**config.mk**
```make
export PLATFORM = sky130hd
export DESIGN_NAME = lane_splitter
export DESIGN_NICKNAME = d
export VERILOG_FILES = /design/src/rtl/lsp_pkg.sv /design/src/rtl/lsp_lane_plan.sv /design/src/rtl/lsp_read_merge.sv /design/src/rtl/lane_splitter.sv
export SDC_FILE = /design/constraint.sdc
export NUM_CORES = 1
export LEC_CHECK = 0
export BUFFER_PORTS_ARGS = -buffer_cell sky130_fd_sc_hd__buf_2
export CAP_MARGIN = 20
export CORE_MARGIN = 3
export CORE_UTILIZATION = 40
export CTS_BUF_LIST = sky130_fd_sc_hd__clkbuf_8
export DETAILED_ROUTE_END_ITERATION = 8
export PLACE_DENSITY = 0.67
export SLEW_MARGIN = 15
export SYNTH_ARGS = -nofsm -noshare
export SYNTH_HDL_FRONTEND = slang
export SYNTH_SLANG_ARGS = --single-unit
```
**constraint.sdc**
```tcl
create_clock -name clk -period 2.8 [get_ports clk]
set_clock_uncertainty 0.05 [all_clocks]
set_input_delay 0.42 -clock clk [delete_from_list [all_inputs] [get_ports clk]]
set_output_delay 0.42 -clock clk [all_outputs]
set_load 0.01 [all_outputs]
```
**src/rtl/lsp_pkg.sv**
```systemverilog
package lsp_pkg;
    typedef enum logic [1:0] {
        ST_IDLE   = 2'd0,
        ST_FIRST  = 2'd1,
        ST_SECOND = 2'd2,
        ST_RESP   = 2'd3
    } lsp_state_e;
endpackage

```
**src/rtl/lsp_lane_plan.sv**
```systemverilog
// Works out lane coverage, enables, placed write data and the split decision
// from the low address bits and the width of the access.
module lsp_lane_plan #(
    parameter int NB = 4,
    parameter int SW = $clog2(NB) + 1,
    localparam int OW = $clog2(NB),
    localparam int DW = 8 * NB
) (
    input  logic [OW-1:0] off,
    input  logic [SW-1:0] size,
    input  logic [DW-1:0] wdata,
    output logic          size_ok,
    output logic          split,
    output logic [NB-1:0] be_lo,
    output logic [NB-1:0] be_hi,
    output logic [DW-1:0] wd_lo,
    output logic [DW-1:0] wd_hi,
    output logic [DW-1:0] val_mask
);
    logic [NB-1:0]   lanes;
    logic [2*NB-1:0] span;
    logic [2*DW-1:0] wide;

    always_comb begin
        size_ok = (size != '0) && ((size & (size - SW'(1))) == '0) && (size <= SW'(NB));
        for (int i = 0; i < NB; i++) begin
            lanes[i]          = SW'(i) < size;
            val_mask[8*i +: 8] = {8{lanes[i]}};
        end
        span  = {{NB{1'b0}}, lanes} << off;
        wide  = {{DW{1'b0}}, wdata & val_mask} << {off, 3'b000};
        be_lo = span[NB-1:0];
        be_hi = span[2*NB-1:NB];
        wd_lo = wide[DW-1:0];
        wd_hi = wide[2*DW-1:DW];
        split = size_ok && (be_hi != '0);
    end
endmodule

```
**src/rtl/lsp_read_merge.sv**
```systemverilog
// Joins the lanes of the two cycle words and right-justifies the value.
module lsp_read_merge #(
    parameter int NB = 4,
    localparam int OW = $clog2(NB),
    localparam int DW = 8 * NB
) (
    input  logic [OW-1:0] off,
    input  logic [DW-1:0] lo_word,
    input  logic [DW-1:0] hi_word,
    input  logic [DW-1:0] val_mask,
    output logic [DW-1:0] result
);
    logic [2*DW-1:0] joined;

    always_comb begin
        joined = {hi_word, lo_word} >> {off, 3'b000};
        result = joined[DW-1:0] & val_mask;
    end
endmodule

```
**src/rtl/lane_splitter.sv**
```systemverilog
module lane_splitter #(
    parameter int AW = 32,
    parameter int NB = 4,
    localparam int SW = $clog2(NB) + 1,
    localparam int OW = $clog2(NB),
    localparam int DW = 8 * NB
) (
    input  logic          clk,
    input  logic          rst_n,
    input  logic          req_valid,
    output logic          req_ready,
    input  logic [AW-1:0] req_addr,
    input  logic [SW-1:0] req_size,
    input  logic          req_write,
    input  logic          req_io,
    input  logic [DW-1:0] req_wdata,
    output logic          bus_valid,
    input  logic          bus_ready,
    output logic [AW-1:0] bus_addr,
    output logic [1:0]    bus_cmd,
    output logic [NB-1:0] bus_be,
    output logic [DW-1:0] bus_wdata,
    input  logic [DW-1:0] bus_rdata,
    output logic          rsp_valid,
    input  logic          rsp_ready,
    output logic [DW-1:0] rsp_rdata,
    output logic          rsp_err
);
    import lsp_pkg::*;

    typedef struct packed {
        lsp_state_e    st;
        logic [AW-1:0] waddr;
        logic [OW-1:0] off;
        logic [NB-1:0] be_lo;
        logic [NB-1:0] be_hi;
        logic [DW-1:0] wd_lo;
        logic [DW-1:0] wd_hi;
        logic [DW-1:0] mask;
        logic [DW-1:0] rd_lo;
        logic [DW-1:0] rdata;
        logic          split;
        logic          err;
        logic [1:0]    cmd;
    } regs_t;

    regs_t d, q;

    logic          plan_ok, plan_split;
    logic [NB-1:0] plan_be_lo, plan_be_hi;
    logic [DW-1:0] plan_wd_lo, plan_wd_hi, plan_mask;
    logic [DW-1:0] merge_lo, merge_hi, merged;

    lsp_lane_plan #(.NB(NB), .SW(SW)) u_plan (
        .off      (req_addr[OW-1:0]),
        .size     (req_size),
        .wdata    (req_wdata),
        .size_ok  (plan_ok),
        .split    (plan_split),
        .be_lo    (plan_be_lo),
        .be_hi    (plan_be_hi),
        .wd_lo    (plan_wd_lo),
        .wd_hi    (plan_wd_hi),
        .val_mask (plan_mask)
    );

    always_comb begin
        merge_lo = q.split ? q.rd_lo : bus_rdata;
        merge_hi = q.split ? bus_rdata : '0;
    end

    lsp_read_merge #(.NB(NB)) u_merge (
        .off      (q.off),
        .lo_word  (merge_lo),
        .hi_word  (merge_hi),
        .val_mask (q.mask),
        .result   (merged)
    );

    always_comb begin
        d = q;
        unique case (q.st)
            ST_IDLE: begin
                if (req_valid) begin
                    d.waddr = {req_addr[AW-1:OW], {OW{1'b0}}};
                    d.off   = req_addr[OW-1:0];
                    d.be_lo = plan_be_lo;
                    d.be_hi = plan_be_hi;
                    d.wd_lo = plan_wd_lo;
                    d.wd_hi = plan_wd_hi;
                    d.mask  = plan_mask;
                    d.split = plan_split;
                    d.cmd   = {req_io, req_write};
                    d.err   = !plan_ok;
                    d.rd_lo = '0;
                    d.rdata = '0;
                    d.st    = plan_ok ? ST_FIRST : ST_RESP;
                end
            end
            ST_FIRST: begin
                if (bus_ready) begin
                    if (q.split) begin
                        d.rd_lo = bus_rdata;
                        d.st    = ST_SECOND;
                    end else begin
                        d.rdata = q.cmd[0] ? '0 : merged;
                        d.st    = ST_RESP;
                    end
                end
            end
            ST_SECOND: begin
                if (bus_ready) begin
                    d.rdata = q.cmd[0] ? '0 : merged;
                    d.st    = ST_RESP;
                end
            end
            ST_RESP: begin
                if (rsp_ready) d.st = ST_IDLE;
            end
            default: d.st = ST_IDLE;
        endcase
    end

    always_ff @(posedge clk or negedge rst_n) begin
        if (!rst_n) q <= '0;
        else        q <= d;
    end

    always_comb begin
        req_ready = (q.st == ST_IDLE);
        bus_valid = (q.st == ST_FIRST) || (q.st == ST_SECOND);
        bus_addr  = (q.st == ST_SECOND) ? q.waddr + AW'(NB) : q.waddr;
        bus_be    = (q.st == ST_SECOND) ? q.be_hi : q.be_lo;
        bus_wdata = (q.st == ST_SECOND) ? q.wd_hi : q.wd_lo;
        bus_cmd   = q.cmd;
        rsp_valid = (q.st == ST_RESP);
        rsp_rdata = q.rdata;
        rsp_err   = q.err;
    end

    // a stalled bus cycle keeps every field
    p_bus_hold_r9: assert property (@(posedge clk) disable iff (!rst_n)
        bus_valid && !bus_ready |=> bus_valid && $stable(bus_addr) && $stable(bus_be)
            && $stable(bus_cmd) && $stable(bus_wdata));

    // acceptance closes the request port
    p_one_flight_r10: assert property (@(posedge clk) disable iff (!rst_n)
        req_valid && req_ready |=> !req_ready);

    // a stalled response keeps its value
    p_rsp_hold_r12: assert property (@(posedge clk) disable iff (!rst_n)
        rsp_valid && !rsp_ready |=> rsp_valid && $stable(rsp_rdata) && $stable(rsp_err));

    // every issued cycle enables at least one lane
    p_be_live_r2: assert property (@(posedge clk) disable iff (!rst_n)
        bus_valid |-> bus_be != '0);

    // a cycle that leaves the top lane free is the last one of its access
    p_last_cycle_r4: assert property (@(posedge clk) disable iff (!rst_n)
        bus_valid && bus_ready && !bus_be[NB-1] |=> !bus_valid);

    // a cycle that directly follows an acknowledged one starts at lane 0
    p_second_low_r4: assert property (@(posedge clk) disable iff (!rst_n)
        bus_valid && $past(bus_valid && bus_ready) |-> bus_be[0]);
endmodule

```
==> impl_metrics.py <==
metrics = {
    "status": {
        "status": "complete, no violations",
    },
    "global_routing": {
        "grt_overflow": 0,
        "grt_pass1_wl_um": 43460,
        "grtUsageTotal": 0.2066,
        "grtUsageMet1": 0.2855,
        "met2_usage": 0.3410,
        "grt_pass1_vias": 8074,
        "use_met3": 0.03520,
        "grt-busiest-layer": "met2",
        "grt_max_degree": 81,
        "grt_antenna_before_repair": 2,
    },
    "worst_setup_path": {
        "path_class": "reg2out",
        "end_kind": "output pin",
        "path_max_fanout": 4,
        "crit_required_ns": 2.33,
        "critPathLaunchType": "flip-flop",
        "cp_data_arrival_time_ns": 2.19,
    },
    "timing": {
        "max_clock_freq_mhz": 375.6,
        "drv_slew": 0,
        "worst_pin_slew_ns": 0.9502,
        "slew_headroom": 0.3642,
        "whs_ns": 0.1011,
        "setup_viol": 0,
        "rsz0062_at_grt": "false",
        "setup_tns_ns": 0,
        "period_minus_slack_ns": 2.662,
        "hold_violations": 0,
        "fin_crit_sh": 0.9508,
    },
    "logic_synthesis": {
        "synthArstFlopShare": 1.000,
        "synth_edf_count": 0,
        "ys_ff_latch": 169,
        "yosysSeqAreaShare": 0.4334,
        "ys_types": 53,
        "yosys_warnings": 0,
        "synthCells": 1036,
        "ys.flop_type": "dfrtp_1",
        "syn_avg_cell_area_um2": 9.418,
        "synth_area_um2": 9757,
    },
    "floorplanning": {
        "die_w_um": 162.2,
        "dieArea_um2": 26300,
        "core_um2": 23750,
        "fp-row-count": 56,
        "dieHeight_um": 162.2,
        "ios": 212,
        "start_util": 0.4108,
    },
    "clocking": {
        "cts_tree": "built",
        "cts.htree.levels": 4,
        "clock-sinks": 169,
        "cts_buffers": 17,
        "clock_tree.root_cell": "clkbuf_8",
        "clk_latency_ns": 0.45,
        "clockBufferDepth": 2,
        "cts.clk_slew.worst_paths_ns": 0.10,
    },
    "cells_and_area": {
        "areaGrowthSynthToFinish_pct": 16.72,
        "drive_gt1_frac": 0.2950,
        "fillers": 2253,
        "fin_nets": 1298,
        "finish.utilization": 0.4795,
    },
    "placement": {
        "portBuffers": 209,
        "gp_congestion": 0.8573,
        "dp_hpwl_um": 19480,
    },
    "worst_hold_path": {
        "holdCritPathClass": "in2reg",
    },
    "route": {
        "dr_total_vias": 8219,
        "wl_per_cell_um": 18.11,
        "wl_um": 27520,
        "drc": 0,
        "firstDrtPassIters": 5,
        "viasPerCell": 5.407,
        "first_iter_violations": 608,
        "ant_nets": 0,
    },
    "pwr": {
        "peakVddDrop_uv": 495.1,
        "static-leakage-power_nw": 5.536,
        "power.density_nw_per_um2": 994.7,
    },
    "run": {
        "drv_cap": 0,
    },
}
-- cells by family after synthesis --
family                   after synthesis  synth area share
AO/OA/AOI/OAI                        222            0.1512
XOR/XNOR                              30           0.02693
adder cells (fa/ha/maj)                6          0.007438
buffers and inverters                127           0.06732
flip-flops                           169            0.4334
multiplexers                         116            0.1464
other                                  1         0.0003843
AND/OR/NAND/NOR                      365            0.1668
-- repair_timing --
item                                   CTS  global route
pin swaps                                0             1
gates resized for setup                  4             3
hold buffers                             1             0
buffers inserted                         1             4
endpoints found under the hold margin   63             0
setup endpoints to repair                9             3
-- per-layer routing --
| metal | share of wire | wire, um | up-vias |
|---|---|---|---|
| li1 | - | - | 3907 |
| met5 | 0.00047 | 13 | - |
| met3 | 0.055 | 1512 | 38 |
| met1 | 0.44 | 12100 | 3993 |
| met4 | 0.015 | 414 | 2 |
| met2 | 0.49 | 13480 | 279 |
-- cell type report --
class	count	area (um^2)	area share
Clock inverter	14	142.6	0.01252
Tap cell	319	399.1	0.03505
Timing Repair Buffer	242	1385	0.1216
Clock buffer	18	247.7	0.02175
Sequential cell	169	4232	0.3716
Multi-Input combinational cell	741	4920	0.4320
Inverter	16	60.06	0.005274
Antenna cell	1	2.502	0.0002197
-- through the flow --
| stage | setup slack (ns) | total power, mW | instances | instance area, um^2 |
|---|---|---|---|---|
| global placement | 0.3958 | 9.491 | 1481 | 10910 |
| global route | 0.01251 | 12.20 | 1520 | 11390 |
| CTS | 0.007835 | 11.41 | 1515 | 11340 |
| detailed placement | 0.3605 | 9.605 | 1481 | 10910 |
| floorplan | 0.4704 | 7.880 | 1037 | 9761 |
| finish | 0.1379 | 11.33 | 1520 | 11390 |
-- cells in the mapped netlist, drive strengths merged, types with 6 or more instances --
library cell  count  share of area
and3              6         0.0038
nand3            15         0.0087
mux2             44          0.051
and2              9         0.0058
o22ai            15         0.0096
o31ai             9         0.0069
xor2              9         0.0081
a32oi            14          0.013
inv              16         0.0062
nand4             7         0.0073
xnor2            21          0.019
o21ai            99          0.051
mux2i            55          0.056
nand2b            8         0.0051
a22o             33          0.030
nor2             28          0.011
clkbuf           40          0.015
dfrtp           169           0.43
buf              71          0.046
o211ai           10         0.0077
a22oi            16          0.012
a221oi            8         0.0072
nand2           265           0.10
mux4             17          0.039
nor2b            12         0.0077
-- final timing paths --
kind | from | endpoint | slack [ns] | depth (start not counted)
max in group asynchronous | rst_n | q[52]$_DFFE_PN0P_ | 1.33 | 3
hold reg to reg | rsp_rdata[4]$_DFFE_PN0P_ | rsp_rdata[4]$_DFFE_PN0P_ | 0.43 | 2
hold / removal | req_addr[31] | q[205]$_DFFE_PN0P_ | 0.10 | 3
min in group asynchronous | rst_n | rsp_rdata[7]$_DFFE_PN0P_ | 0.48 | 2
setup reg to reg | q[207]$_DFFE_PN0P_ | q[41]$_DFFE_PN0P_ | 0.41 | 6
setup / recovery | q[206]$_DFFE_PN0P_ | bus_addr[31] | 0.14 | 8
-- critical path: stages (launching register included) --
cell and delay (ns):
dfrtp_1 0.40, inv_2 0.08, ha_4 0.16, nand4_4 0.12, nor4_4 0.28, buf_6 0.15, and4_4 0.23, xor2_1 0.16
buf_2 0.16
-- sequential cells by signal (all words and copies together), names as in the netlist --
register	flops
q	134
rsp_rdata	32
bus_cmd	2
rsp_err	1
-- report_power, final --
part | leakage (nW) | total, mW | internal, mW | switching, mW
Sequential | 2.21 | 4.10 | 3.32 | 0.772
Combinational | 3.13 | 5.48 | 2.38 | 3.10
Clock | 0.201 | 1.75 | 0.752 | 0.999
Total | 5.54 | 11.3 | 6.46 | 4.87
-- placed cells by master, fill, tap and decap left out, drive strengths merged, types with 21 or more instances in the layout --
cell type	instances
mux2	44
buf	241
dfrtp	169
nand2	265
a22o	33
inv	21
mux2i	55
nor2	28
o21ai	99
xnor2	21
No activity file was read; power rests on OpenSTA's default activity.
